$ cat src/rtl/sdram_refresh_timer.sv
module sdram_refresh_timer #(
  parameter int CNT_W = 8
) (
  input  logic             clk,
  input  logic             rst_n,
  input  logic             refresh_en,
  input  logic [2:0]       clk_sel,
  input  logic [CNT_W-1:0] cmp_value,
  input  logic             sdram_mapped,
  input  logic             standby_req,
  input  logic             refresh_ack,
  output logic             refresh_req,
  output logic             self_refresh_req
);
  localparam int PRE_W = 12;

  logic [PRE_W-1:0] pre_cnt;
  logic [PRE_W-1:0] tap_mask;
  logic [CNT_W-1:0] cnt;
  logic [CNT_W-1:0] cnt_nxt;
  logic             active;
  logic             tick;
  logic             match;
  logic             req_q;
  logic             self_q;

  assign active  = refresh_en & sdram_mapped & ~standby_req;
  assign cnt_nxt = cnt + CNT_W'(1);

  always_comb begin
    case (clk_sel)
      3'd1:    tap_mask = PRE_W'(12'h001);
      3'd2:    tap_mask = PRE_W'(12'h007);
      3'd3:    tap_mask = PRE_W'(12'h01F);
      3'd4:    tap_mask = PRE_W'(12'h07F);
      3'd5:    tap_mask = PRE_W'(12'h1FF);
      3'd6:    tap_mask = PRE_W'(12'h7FF);
      3'd7:    tap_mask = PRE_W'(12'hFFF);
      default: tap_mask = '0;
    endcase
  end

  assign tick  = active && (clk_sel != 3'd0) && ((pre_cnt & tap_mask) == tap_mask);
  assign match = tick && (cnt_nxt == cmp_value);

  always_ff @(posedge clk) begin
    if (!rst_n) begin
      pre_cnt <= '0;
      cnt     <= '0;
      req_q   <= 1'b0;
      self_q  <= 1'b0;
    end else begin
      self_q <= standby_req & sdram_mapped;
      if (!active) begin
        pre_cnt <= '0;
        cnt     <= '0;
        req_q   <= 1'b0;
      end else begin
        pre_cnt <= pre_cnt + PRE_W'(1);
        if (tick) cnt <= match ? '0 : cnt_nxt;
        if (match)            req_q <= 1'b1;
        else if (refresh_ack) req_q <= 1'b0;
      end
    end
  end

  assign refresh_req      = req_q;
  assign self_refresh_req = self_q;

  AST_IDLE_NO_REQ: assert property (@(posedge clk) disable iff (!rst_n)
    !(refresh_en && sdram_mapped) |=> !refresh_req);
  AST_STOP_HOLDS: assert property (@(posedge clk) disable iff (!rst_n)
    (active && clk_sel == 3'd0) |=> $stable(cnt));
  AST_HOLD_TO_ACK: assert property (@(posedge clk) disable iff (!rst_n)
    (refresh_req && !refresh_ack && active) |=> refresh_req);
  AST_SELF_FOLLOWS: assert property (@(posedge clk) disable iff (!rst_n)
    (standby_req && sdram_mapped) |=> (self_refresh_req && !refresh_req));
endmodule

$ cat config.mk
export PLATFORM = sky130hd
export DESIGN_NAME = sdram_refresh_timer
export DESIGN_NICKNAME = d
export VERILOG_FILES = /design/src/rtl/sdram_refresh_timer.sv
export SDC_FILE = /design/constraint.sdc
export NUM_CORES = 1
export LEC_CHECK = 0
export BUFFER_PORTS_ARGS = -buffer_cell sky130_fd_sc_hd__buf_2
export CELL_PAD_IN_SITES_DETAIL_PLACEMENT = 1
export CELL_PAD_IN_SITES_GLOBAL_PLACEMENT = 2
export CORE_ASPECT_RATIO = 1.25
export CORE_MARGIN = 2
export CORE_UTILIZATION = 38
export CTS_BUF_LIST = sky130_fd_sc_hd__clkbuf_4 sky130_fd_sc_hd__clkbuf_8
export DETAILED_ROUTE_END_ITERATION = 8
export GPL_TIMING_DRIVEN = 0
export PLACE_DENSITY_LB_ADDON = 0.25
export SYNTH_ARGS = -nofsm -noshare
export SYNTH_HDL_FRONTEND = slang
export SYNTH_SLANG_ARGS = --single-unit
$ cat constraint.sdc
create_clock -name clk -period 4.66 [get_ports clk]
set_input_delay 0.233 -clock clk [delete_from_list [all_inputs] [get_ports clk]]
set_output_delay 0.233 -clock clk [all_outputs]
set_load 0.05 [all_outputs]
# Word-level counts from Yosys, hierarchy flattened
# Index checks and enable logic that the tools add are counted.
[totals] ff_bits=22 latch_bits=0 mem_bits_rw=0 mem_bits_ro=0 inputBits=17 output_inout_bits=2 elab_cells=30 n_memories=0
[classes] addsub=2 n_mul=0 n_div=0 magnitude_cmp=0 n_eq_ne=9 n_shift=0 muxes=4 bitwise_logic=5 reduce_logical=6
[op_table] operator="12-bit case mux with 7 select lines" n=1
[op_table] operator="12-bit by 1-bit adder with 12-bit output, second input constant" n=1
[op_table] operator="12-bit AND" n=1
[op_table] operator="12-bit equality test" n=1
[op_table] operator="3-bit equality test, second input constant" n=4
[op_table] operator="8-bit by 1-bit adder with 8-bit output, second input constant" n=1
[op_table] operator="8-bit equality test" n=1
[op_table] operator="8-bit two-way mux" n=1
[op_table] operator="3-bit by 2-bit equality test with 1-bit output, second input constant" n=2
[op_table] operator="1-bit AND" n=3
[op_table] operator="3-bit by 1-bit equality test with 1-bit output, second input constant" n=1
[op_table] operator="1-bit logical AND" n=3
[op_table] operator="3-bit nonzero test" n=1
[op_table] operator="1-bit two-way mux" n=2
[op_table] operator="2-bit AND reduction" n=1
[op_table] operator="2-bit nonzero test" n=1
[op_table] operator="1-bit inverter" n=1

# Longest topological paths before layout
[logic_depth] ltp_word=7 depth_mapped=9

# Worst setup path before layout
# Ideal clock, no wire load.
[synth_path] path_type="reg-to-reg" start="register cnt[0]" end="register cnt[2]" setup_ns=0.074 arrival_ns=1.824 setup_slack_ns=2.761 stages_incl_launch_ff=8 n_path_buf=0 synth_period_minus_slack_ns=1.899 cell_sequence="dfxtp_1 > ha_1 > and3_4 > and3_4 > xnor2_1 > nor4_2 > or4b_1 > a31oi_1"
[synth_between] elab_chain_cells=4
[synth_rtl] item="start: declaration" line_no="19" rtl="logic [CNT_W-1:0] cnt;"
[synth_rtl] item="start signal: assignment" line_no="60" rtl="if (tick) cnt <= match ? '0 : cnt_nxt;"
[synth_rtl] item="8-bit by 1-bit adder with 8-bit output (*)" line_no="28" rtl="assign cnt_nxt = cnt + CNT_W'(1);"
[synth_rtl] item="8-bit equality test" line_no="44" rtl="assign match = tick && (cnt_nxt == cmp_value);"
[synth_rtl] item="1-bit logical AND" line_no="44"
[synth_rtl] item="8-bit two-way mux (*)" line_no="60"
# Mark *: on every way between the ends. The rest lies on a longest branch, timed or not.
# A chain may end at the register's enable or synchronous reset.

# Worst setup path after layout
# Same ends and word-level chain as after synthesis.

==> run_results.csv <==
group,metric,value,unit
cts,cts_buffers,3,
cts,cts.sinks,22,
setup_path,timing.critical_path.arrival,2.25,ns
setup_path,worstSetupStartpointType,"flop",
synth,synth_mux_area_share,0,%
floorplan,dieHeight,68.7,um
worst_hold_path,hold_path.class,"input port to flop",
sta,hold_violations,0,
sta,worst_pin_slew,0.476,ns
sta,timing.final.crit_share,45.5,%
final_layout,antenna_cells,0,
synth,netlist.area_leader.share,34.6,%
sta,fin_skew,0.00115,ns
setup_path,nature_of_the_critical_path_endpoint,"flop",
power_and_ir_drop,worst_ir_drop_vdd,0.131,mV
synth,yosysSeqAreaShare,34.6,%
drt,detailedRoute.firstPassIterationCount,4,
drt,routed_via_density,5.37,
cts,cts_tree,"built",
sta,worst_slack,2.54,ns
synth,async_flop_share,0,%
synth,synth_xor_xnor_area_share,11.7,%
floorplan,row_count,23,
sta,sum_of_negative_setup_slack,0,ns
synth,post_synth_fa_ha_maj_area_fraction,1.97,%
setup_path,critical_path.reg2reg.startpoint,"cnt[0]",
final_layout,synthToLayoutAreaGrowth,14.0,%
synth,syn-mean-instance-area,8.77,um2
sta,min_period,2.12,ns
power_and_ir_drop,power.density_cell_area,226,nW/um2
placed_design,placement.setup.worst_slack,2.54,ns
floorplan,fp.coreArea,3190,um2
final_layout,final_cell_count_no_fill,203,
global_route,first_global_vias,1159,
synth,synth_enable_flop_cells,0,
worst_hold_path,number_of_instances_on_the_worst_hold_path,2,
cts,cts-hold-fix-buffers,0,
global_route,antenna_found_initial,0,
placed_design,portBuffers,18,
synth,post_synthesis_share_of_cell_area_spent_on_and_or_nand_and_nor_gates,31.6,%
sta,fmax,472,MHz
final_layout,nFillCells,393,
sta,setup-violations-final,0,
synth,largest_family_of_logic_cells_by_synthesized_area,"simple AND/OR/NAND/NOR gates",
cts,cts-root-buf,"sky130_fd_sc_hd__clkbuf_8",
drt,detail_route.wl_per_cell,14.0,um
floorplan,chipWidth,55.7,um
synth,mappedNetlistArea,1270,um2
final_layout,layout.nets,187,
synth,synth_cells,145,
final_layout,drive_above_1_share,20.5,%
setup_path,path_class,"flop to flop",
final_layout,post-route-util,45.4,%
synth,synth_seq_cells,22,
global_route,grt_overflow,0,
sta,grt_setup_unrepaired,"false",
global_route,largest_net_degree_at_the_start_of_global_routing,12,
sta,final_max_slew_viol_count,0,
cts,postCtsSetupRepairBufs,0,
worst_hold_path,timing.hold.worst.start,"rst_n",
setup_path,worst_ep_required_time,4.79,ns
setup_path,worstPathMaxFanout,10,
placed_design,placed_cells,200,
sta,timing.max_slew.rel_slack,68.3,%
floorplan,floorplan.die_area,3830,um2
synth,yosysWarningCount,0,
final_layout,final_common_cell,"sky130_fd_sc_hd__dfxtp_1",
cts,latest_clock_arrival_within_the_worst_skew_pair,0.26,ns
global_route,grt_pass1_wl,5.04,mm
cts,post_cts_resize_count,0,
drt,drt-initial-drc-count,30,
floorplan,floorplan.initialDensity,39.8,%
synth,synth.top_cells.by_area,"sky130_fd_sc_hd__dfxtp_1, sky130_fd_sc_hd__xnor2_1, sky130_fd_sc_hd__xor2_1",
cts,clock_pin_slew_reported_for_the_worst_setup_and_hold_paths_after_clock_tree_synthesis,0.08,ns
cts,htreeDepth,1,
run_status,run_status,"finished clean",
setup_path,critPathLaunch,"cnt[0]",
drt,finalWirelength,2.84,mm
sta,fin_hold_ws,0.226,ns
final_layout,layout.cells.most_common_list,"sky130_fd_sc_hd__dfxtp_1, sky130_fd_sc_hd__buf_2, sky130_fd_sc_hd__nor2_1",
placed_design,post-dp-hpwl,2.24,mm
final_layout,multiInputGateArea,776,um2
global_route,track_usage,16.7,%
placed_design,globalplace.congestion,0.788,
drt,final_antenna_net_count,0,
final_layout,register_area,440,um2
synth,synth.net_count,164,
setup_path,worst_r2r_path_depth,8,
synth,synthDistinctLibCells,42,
power_and_ir_drop,total_leakage_power,0.513,nW
drt,vias_after_detailed_routing,1090,
floorplan,io_pins,19,
drt,drt_drc_violations_left,0,
job,max_cap_viol_count,0,
synth,yosys_most_used_dff,"sky130_fd_sc_hd__dfxtp_1",
cts,clk_path_buf_depth,2,
synth,synth_largest_area_cell,"sky130_fd_sc_hd__dfxtp_1",
synth,synth_compound_area_share,15.7,%
-- cells in the mapped netlist (2+ instances only) --
cell type,n
sky130_fd_sc_hd__o21ai_0,4
sky130_fd_sc_hd__nand3_1,6
sky130_fd_sc_hd__xor2_1,8
sky130_fd_sc_hd__nand2b_1,6
sky130_fd_sc_hd__inv_1,2
sky130_fd_sc_hd__buf_2,2
sky130_fd_sc_hd__o31ai_1,4
sky130_fd_sc_hd__and3_4,2
sky130_fd_sc_hd__and3_1,3
sky130_fd_sc_hd__or3_1,5
sky130_fd_sc_hd__nand2_1,11
sky130_fd_sc_hd__o2bb2ai_1,4
sky130_fd_sc_hd__buf_6,2
sky130_fd_sc_hd__xnor2_1,9
sky130_fd_sc_hd__nor2_1,13
sky130_fd_sc_hd__nand4b_1,3
sky130_fd_sc_hd__or3b_1,2
sky130_fd_sc_hd__nor3_1,3
sky130_fd_sc_hd__a21oi_1,9
sky130_fd_sc_hd__nand4_1,3
sky130_fd_sc_hd__dfxtp_1,22
sky130_fd_sc_hd__ha_1,2
-- cell type report --
class,count,share of cell area (%)
multi-input cells,114,53.5
flip-flops and latches,22,30.4
repair buffers,18,6.22
plain buffers,7,3.28
well taps,37,3.20
clock buffers,3,2.85
inverters,2,0.518
-- report_power, final --
part           switching [W]  leakage [nW]  internal (W)  total (W)
clock              0.0000581        0.0216     0.0000576   0.000116
sequential       0.000000312         0.177      0.000188   0.000189
combinational      0.0000116         0.314     0.0000113  0.0000229
-- cells by family after synthesis --
logic type | after synthesis
compound gates | 29
xor+xnor | 17
fa+ha+maj | 2
buf+inv | 9
flops | 22
simple gates | 66
-- path summary, 6_finish.rpt --
path                       to  slack (ns)
max                    cnt[2]        2.54
min          self_refresh_req        0.23
max reg2reg            cnt[2]        2.54
min reg2reg        pre_cnt[0]        0.46
-- state kept, by name, summed over array words and instances, names as in the netlist --
register	count
cnt	8
self_refresh_req	1
refresh_req	1
pre_cnt	12
-- per-layer routing --
metal / vias up / global-route usage (%) / share of wire (%)
met3: 4 / 2.43 / 2.2
met5: - / 0 / 0
met4: 0 / 6.40 / 1.3
li1: 565 / - / -
met1: 509 / 18.4 / 42
met2: 12 / 32.7 / 55
-- metrics by stage --
| step | instance area [um2] | power [W] |
|---|---|---|
| 3_5_place_dp | 1410 | 0.000216 |
| 2_1_floorplan | 1270 | 0.000205 |
| 6_report | 1450 | 0.000327 |
| 5_1_grt | 1450 | 0.000347 |
| 3_3_place_gp | 1410 | 0.000215 |
| 4_1_cts | 1450 | 0.000336 |
-- worst max-delay path: stages, from the launching register on --
cell                       delay [ns]
sky130_fd_sc_hd__dfxtp_1         0.44
sky130_fd_sc_hd__ha_1            0.25
sky130_fd_sc_hd__nand2b_1        0.09
sky130_fd_sc_hd__o211a_1         0.22
sky130_fd_sc_hd__o32a_1          0.35
sky130_fd_sc_hd__nor4_2          0.21
sky130_fd_sc_hd__buf_4           0.23
sky130_fd_sc_hd__or3b_1          0.13
sky130_fd_sc_hd__a31oi_1         0.07
(Power assumes the default switching activity.)
